<file path="src/rtl/hcc_pkg.sv">
package hcc_pkg;

    typedef enum logic [2:0] {
        ST_IDLE  = 3'd0,
        ST_SETUP = 3'd1,
        ST_ROUND = 3'd2,
        ST_CLOSE = 3'd3,
        ST_DONE  = 3'd4
    } hcc_state_e;

    typedef struct packed {
        hcc_state_e  state;
        logic        sel_init;
        logic        msg_load;
        logic        xor_in;
        logic        xor_out;
        logic        state_en;
        logic        ready;
        logic [1:0]  vsel;
    } hcc_regs_t;

    localparam logic [1:0] VSEL_RESET = 2'd0;

endpackage

</file>
<file path="src/rtl/hcc_round_ctr.sv">
module hcc_round_ctr #(
    parameter int ROUNDS = 42,
    localparam int CNT_W = $clog2(ROUNDS + 1)
) (
    input  logic             clk,
    input  logic             rst,
    input  logic             en,
    input  logic             load,
    input  logic             step,
    output logic [CNT_W-1:0] cnt
);

    logic [CNT_W-1:0] cnt_d, cnt_q;

    always_comb begin
        cnt_d = cnt_q;
        if (en) begin
            if (load)
                cnt_d = CNT_W'(1);
            else if (step)
                cnt_d = cnt_q + CNT_W'(1);
            else
                cnt_d = '0;
        end
    end

    always_ff @(posedge clk) begin
        if (rst)
            cnt_q <= '0;
        else
            cnt_q <= cnt_d;
    end

    assign cnt = cnt_q;

endmodule

</file>
<file path="src/rtl/hcc_variant_code.sv">
module hcc_variant_code #(
    parameter int CODE_W = 16
) (
    input  logic [1:0]        vsel,
    output logic [CODE_W-1:0] code
);

    // 224 for the smallest variant, otherwise 128 * (vsel + 1)
    always_comb begin
        if (vsel == 2'd0)
            code = CODE_W'(224);
        else
            code = CODE_W'((32'(vsel) + 32'd1) * 32'd128);
    end

endmodule

</file>
<file path="src/rtl/hcc_ctrl.sv">
module hcc_ctrl
    import hcc_pkg::*;
#(
    parameter int ROUNDS = 42,
    parameter int CODE_W = 16,
    localparam int RND_W = $clog2(ROUNDS + 1)
) (
    input  logic              clk,
    input  logic              rst,
    input  logic              en,
    input  logic              start,
    input  logic              more_blocks,
    input  logic [1:0]        variant_sel,
    output logic              sel_init,
    output logic              msg_load,
    output logic              xor_in,
    output logic              xor_out,
    output logic              state_en,
    output logic [RND_W-1:0]  round,
    output logic [CODE_W-1:0] init_code,
    output logic              hash_ready
);

    localparam logic [RND_W-1:0] LAST_MID = RND_W'(ROUNDS - 1);

    hcc_regs_t  r_d, r_q;
    logic       ctr_load, ctr_step;
    logic [RND_W-1:0] rnd_q;

    always_comb begin
        r_d = r_q;
        if (en) begin
            unique case (r_q.state)
                ST_IDLE:  if (start) r_d.state = ST_SETUP;
                ST_SETUP: r_d.state = ST_ROUND;
                ST_ROUND: if (rnd_q == LAST_MID) r_d.state = ST_CLOSE;
                ST_CLOSE: r_d.state = more_blocks ? ST_SETUP : ST_DONE;
                ST_DONE:  r_d.state = ST_IDLE;
                default:  r_d.state = ST_IDLE;
            endcase

            if (r_q.state == ST_IDLE && start)
                r_d.vsel = variant_sel;

            // strobes describe the cycle the machine is entering
            r_d.sel_init = (r_d.state == ST_SETUP) && (r_q.state == ST_IDLE);
            r_d.msg_load = (r_d.state == ST_SETUP);
            r_d.xor_in   = (r_d.state == ST_SETUP);
            r_d.xor_out  = (r_d.state == ST_CLOSE);
            r_d.state_en = (r_d.state == ST_SETUP) || (r_d.state == ST_ROUND)
                        || (r_d.state == ST_CLOSE);
            r_d.ready    = (r_d.state == ST_DONE);
        end
    end

    always_comb begin
        ctr_load = (r_d.state == ST_SETUP);
        ctr_step = (r_d.state == ST_ROUND) || (r_d.state == ST_CLOSE);
    end

    always_ff @(posedge clk) begin
        if (rst) begin
            r_q       <= '0;
            r_q.state <= ST_IDLE;
            r_q.vsel  <= VSEL_RESET;
        end else begin
            r_q <= r_d;
        end
    end

    hcc_round_ctr #(.ROUNDS(ROUNDS)) u_ctr (
        .clk  (clk),
        .rst  (rst),
        .en   (en),
        .load (ctr_load),
        .step (ctr_step),
        .cnt  (rnd_q)
    );

    hcc_variant_code #(.CODE_W(CODE_W)) u_code (
        .vsel (r_q.vsel),
        .code (init_code)
    );

    assign sel_init   = r_q.sel_init;
    assign msg_load   = r_q.msg_load;
    assign xor_in     = r_q.xor_in;
    assign xor_out    = r_q.xor_out;
    assign state_en   = r_q.state_en;
    assign hash_ready = r_q.ready;
    assign round      = rnd_q;

endmodule

</file>
<file path="config.mk">
export PLATFORM = sky130hd
export DESIGN_NAME = hcc_ctrl
export DESIGN_NICKNAME = d
export VERILOG_FILES = /design/src/rtl/hcc_pkg.sv /design/src/rtl/hcc_round_ctr.sv /design/src/rtl/hcc_variant_code.sv /design/src/rtl/hcc_ctrl.sv
export SDC_FILE = /design/constraint.sdc
export NUM_CORES = 1
export LEC_CHECK = 0
export BUFFER_PORTS_ARGS = -buffer_cell sky130_fd_sc_hd__buf_2
export CORE_MARGIN = 2
export CORE_UTILIZATION = 46
export DETAILED_ROUTE_END_ITERATION = 10
export GPL_TIMING_DRIVEN = 0
export HOLD_SLACK_MARGIN = 0.02
export PLACE_DENSITY = 0.84
export RECOVER_POWER = 50
export SETUP_SLACK_MARGIN = 0.05
export SYNTH_ARGS = -nofsm -noshare
export SYNTH_HDL_FRONTEND = slang
export SYNTH_SLANG_ARGS = --single-unit
</file>
<file path="constraint.sdc">
create_clock -name clk -period 1.5 [get_ports clk]
set_input_delay 0.15 -clock clk [delete_from_list [all_inputs] [get_ports clk]]
set_output_delay 0.15 -clock clk [all_outputs]
set_load 0.005 [all_outputs]
</file>
==> impl_metrics.json, run 1 <==
{
  "hold_viol": 0,
  "crit_type": "flip-flop to flip-flop",
  "yosys_warnings": 0,
  "netlist_top_cells_area": "dfxtp_1 38%, buf_4 12%, nor2_1 7.1%",
  "cts_sinks": 16,
  "rrSetupSlack_ps": 130,
  "grt_pass1_vias": 621,
  "fin_setup_tns_ps": 0,
  "synth_area_um2": 846,
  "wl_per_cell_um": 10.4,
  "grt_max_degree": 11,
  "worst_slack_ps": 127,
  "outcome": "complete, no violations",
  "synth.avg_cell_area_um2": 8.72,
  "rows": 15,
  "numPortBuffers": 23,
  "crit_path_start_kind": "flip-flop",
  "gp_congestion": 0.851,
  "overflow": 0,
  "dieWidth_um": 46.9,
  "vias": 751,
  "ys_seq_area_frac": 0.379,
  "fillers": 165,
  "cts_buffer_depth": 2,
  "synthCells": 97,
  "yosys.area.top_type_share": 0.379,
  "antenna_left": 0,
  "cp-end-kind": "flip-flop",
  "initial_core_util": 0.490,
  "maxCapViolCount": 0,
  "fin_util": 0.621,
  "period_minus_slack_ps": 1370,
  "clockRootBuffer": "clkbuf_4",
  "p_leak_uw": 0.000499,
  "avgViaCountPerCell": 4.72,
  "setup_viol": 0,
  "insertedDiodeCount": 0,
  "insertion_delay_ps": 290,
  "fin_crit_sh": 0.915,
  "clkTransAtPathRegs_ps": 100,
  "coreArea_um2": 1730,
  "worst_clock_skew_ps": 4.15,
  "power.total_uw": 905,
  "p_per_area_nw_per_um2": 844,
  "h-tree-depth": 1,
  "ys_ff_latch": 16,
  "synth_top_area_cell": "dfxtp_1",
  "grt_pass1_wl_um": 2570,
  "tritoncts": "yes",
  "numCtsBuffers": 3,
  "drt-total-wl_um": 1650,
  "rsz0062_at_grt": "false",
  "antenna_found_initial": 0,
  "slew_violations": 0,
  "drc": 0,
  "ir_drop_uv": 659,
  "layout-drive-gt1-share": 0.321,
  "fmaxAchievable_mhz": 729,
  "dpl.hpwl_um": 1250,
  "firstDrtPassIters": 4,
  "nNetsFinal": 146,
  "cp.required_ps": 1710,
  "path_max_fanout": 7,
  "fp.dieArea_um2": 2200,
  "drt_iter0_markers": 24,
  "dpl_worst_slack_ps": 103,
  "num_io_pins": 35,
  "hold_path_class": "primary input to flip-flop",
  "area_growth_pct": 26.8,
  "synth_cell_types": 31,
  "die_y_um": 46.9,
  "gr-usage-all-layers": 0.162,
  "critPathArrivalTime_ps": 1590
}
synth_stat cells:
cell,number
buf_1,1
a211oi_1,1
or2_1,1
nand3b_1,1
a21o_1,1
and3_1,1
xnor2_1,2
a311oi_1,1
clkbuf_1,1
buf_2,1
nor2b_1,1
xor2_1,3
nand2b_1,4
o21ai_0,2
inv_1,3
nand4_1,3
nand2_1,5
o31ai_1,2
a21oi_1,4
mux2i_1,3
a211oi_2,1
ha_1,4
conb_1,1
nor2_1,16
and4bb_2,1
nor4bb_1,1
dfxtp_1,16
o21ba_2,1
buf_4,13
nor3b_1,1
o22ai_1,1
cells in the final DEF (no fill, tap or decap), types with 4 or more instances in the layout:
| master | synthesis | routed |
|---|---|---|
| buf_2 | 1 | 18 |
| buf_4 | 13 | 12 |
| clkbuf_1 | 1 | 8 |
| clkbuf_4 | 0 | 4 |
| conb_1 | 1 | 11 |
| dfxtp_1 | 16 | 13 |
| ha_1 | 4 | 4 |
| nand2_1 | 5 | 5 |
| nand2b_1 | 4 | 4 |
| nor2_1 | 16 | 16 |
per-stage QoR:
stage	instances	instance area, µm²	hold WS [ps]
detailed placement	155	1030	399
finish	159	1070	98.1
global route	159	1070	139
floorplan	107	883	294
global placement	155	1030	390
CTS	159	1070	96.8
registers in the layout, indices dropped and copies added (netlist names):
| register | flops |
|---|---|
| r_q | 5 |
| state_en | 1 |
| u_ctr.cnt | 6 |
| sel_init | 1 |
| xor_in | 1 |
| hash_ready | 1 |
| xor_out | 1 |
logic make-up after synthesis:
| kind of cell | Yosys count | share of synthesized area |
|---|---|---|
| simple gates | 35 | 0.212 |
| buf+inv | 19 | 0.143 |
| flops | 16 | 0.379 |
| compound gates | 14 | 0.115 |
| xor+xnor | 5 | 0.0518 |
| fa+ha+maj | 4 | 0.0592 |
| mux | 3 | 0.0355 |
| other cells | 1 | 0.00443 |
cell type report:
| class | count | area [µm²] | share of cell area |
|---|---|---|---|
| clock buffers | 4 | 36.3 | 0.0338 |
| plain buffers | 16 | 109 | 0.102 |
| flip-flops and latches | 16 | 324 | 0.302 |
| multi-input cells | 72 | 452 | 0.421 |
| well taps | 25 | 31.3 | 0.0292 |
| inverters | 3 | 11.3 | 0.0105 |
| repair buffers | 23 | 109 | 0.102 |
where the power goes:
group	internal, µW	switching (µW)
registers	444	20.1
clock network	148	139
logic	78.7	75.6
worst max-delay path, stage by stage, from the launching register on:
cell and delay [ps]:
dfxtp_1 450, xnor2_1 150, or2_1 240, a21o_1 250, a211oi_2 210
path summary, 6_finish.rpt:
check,start,end,cells after the start
worst max-delay path,r_q[9],u_ctr.cnt[1],4
worst max register to register,r_q[9],u_ctr.cnt[1],4
worst min register to register,hash_ready,hash_ready,2
worst min-delay path,variant_sel[1],r_q[1],3
what timing repair did:
action,CTS,global route
gates resized for setup,0,5
setup endpoints to repair,0,7
buffers inserted,0,0
hold buffers,0,0
per-layer routing:
layer | vias to the layer above | wire length, µm | GRT usage
met5 | - | 0 | 0
met4 | 0 | 0 | 0.00556
met3 | 0 | 141 | 0.0769
met2 | 34 | 824 | 0.271
met1 | 339 | 683 | 0.200
li1 | 378 | - | -
Note: power is estimated with default switching activity, not from simulation.
==> run 2: changes to the inputs <==
Settings changed: CORE_UTILIZATION 46 to 48, CTS_BUF_LIST set to sky130_fd_sc_hd__clkbuf_2, PLACE_DENSITY 0.84 to 0.87.
==> impl_metrics.json, run 2 (synthesized netlist as in run 1, its figures left out) <==
{
  "outcome": "complete, no violations",
  "hold_ws_ps": 96.6,
  "crit_path_start_kind": "flip-flop",
  "final_cell_mix": "18 x buf_2, 16 x nor2_1, 14 x dfxtp_1",
  "insertedDiodeCount": 0,
  "firstDrtPassIters": 5,
  "gr-usage-all-layers": 0.168,
  "gr-max-usage-layer": "met2",
  "numCtsBuffers": 3,
  "grt_use_met1": 0.170,
  "area_growth_pct": 23.4,
  "hold_viol": 0,
  "rsz0062_at_grt": "false",
  "dpl_worst_slack_ps": 62.1,
  "cts_hold_buf": 0,
  "cp-end-kind": "flip-flop",
  "antenna_left": 0,
  "grt_max_degree": 11,
  "critPathSlowestCell": "dfxtp_1",
  "cts_sinks": 16,
  "fin_setup_tns_ps": 0,
  "crit_type": "flip-flop to flip-flop",
  "ir_drop_uv": 496,
  "worst_clock_skew_ps": 10.0,
  "fin_crit_sh": 0.907,
  "numPortBuffers": 23,
  "largest_register_ffs": 6,
  "period_minus_slack_ps": 1360,
  "layout-drive-gt1-share": 0.306,
  "critPathArrivalTime_ps": 1590,
  "clkTransAtPathRegs_ps": 150,
  "nNetsFinal": 146,
  "cp_cell_sequence": "xnor2_1 > or2_1 > a21o_1 > a211oi_2",
  "p_per_area_nw_per_um2": 771,
  "coreArea_um2": 1690,
  "maxCapViolCount": 0,
  "num_io_pins": 35,
  "grt_pass1_vias": 634,
  "rows": 15,
  "cpPeakStageDelay_ps": 480,
  "dpl.hpwl_um": 1240,
  "rrSetupSlack_ps": 140,
  "p_leak_uw": 0.000491,
  "fp.dieArea_um2": 2110,
  "met2_usage": 0.322,
  "h-tree-depth": 1,
  "drt_iter0_markers": 9,
  "tritoncts": "yes",
  "antenna_found_initial": 0,
  "clockRootBuffer": "clkbuf_2",
  "drt-total-wl_um": 1640,
  "overflow": 0,
  "insertion_delay_ps": 280,
  "grt_pass1_wl_um": 2520,
  "final_common_cell": "buf_2",
  "worst_slack_ps": 139,
  "wl_per_cell_um": 10.9,
  "met3_usage": 0.0476,
  "crit_buf_inv": 0,
  "hold_path_class": "primary input to flip-flop",
  "slew_violations": 0,
  "gp_congestion": 0.720,
  "drc": 0,
  "path_max_fanout": 7,
  "vias": 736,
  "initial_core_util": 0.501,
  "die_y_um": 46.0,
  "fmaxAchievable_mhz": 735,
  "cpLargestDelayFamily": "flip-flops",
  "cts_buffer_depth": 2,
  "cp.required_ps": 1730,
  "fin_util": 0.618,
  "setup_viol": 0,
  "dieWidth_um": 46.0,
  "avgViaCountPerCell": 4.87
}
run 2: cell count changes in the layout (fill, tap and decap cells not counted), sizes merged:
cell / delta
clkinv: +1
clkbuf: -2
buf: +1
run 2: final timing paths:
kind | end | startpoint | cells past startpoint
max reg2reg | u_ctr.cnt[1] | r_q[9] | 4
min | r_q[0] | variant_sel[0] | 3
max | u_ctr.cnt[1] | r_q[9] | 4
min reg2reg | xor_out | xor_out | 2
run 2: per-layer routing:
layer / wire length, µm / share of wire / vias up
li1: - / - / 374
met1: 656 / 0.40 / 329
met2: 852 / 0.52 / 28
met3: 112 / 0.068 / 5
met4: 19 / 0.012 / 0
met5: 0 / 0 / -
run 2: area by class of cell:
type,count,area [µm²]
clock inverter,1,3.75
multi-input combinational,72,452
sequential,16,323
timing repair buffer,23,109
fill,175,646
buffer,16,109
tap,17,21.3
inverter,3,11.3
clock buffer,3,15.0
run 2: through the flow:
stage	instances	cell area [µm²]	total power (µW)
final	151	1040	805
after global placement	147	1020	619
after global routing	151	1040	840
after floorplan	107	883	579
after detailed placement	147	1020	625
after CTS	151	1040	807
run 2: report_power, final:
group	internal, µW	switching (µW)	leakage (µW)
Clock	57.9	130	0.0000140
Combinational	78.9	73.6	0.000346
Sequential	444	19.9	0.000131
run 2: repair_timing:
action / in CTS / in global routing
buffers inserted: 0 / 0
setup endpoints to repair: 1 / 2
gates resized for setup: 1 / 3
pin swaps: 0 / 1
gates cloned: 0 / 0
run 2: worst reg2reg max path, delay by kind of cell (launching register included):
kind,cells,cell delay (ps)
xor gates and xnor gates,1,140
AOI/OAI and AO/OA,2,450
DFF,1,480
and+or+nand+nor,1,240
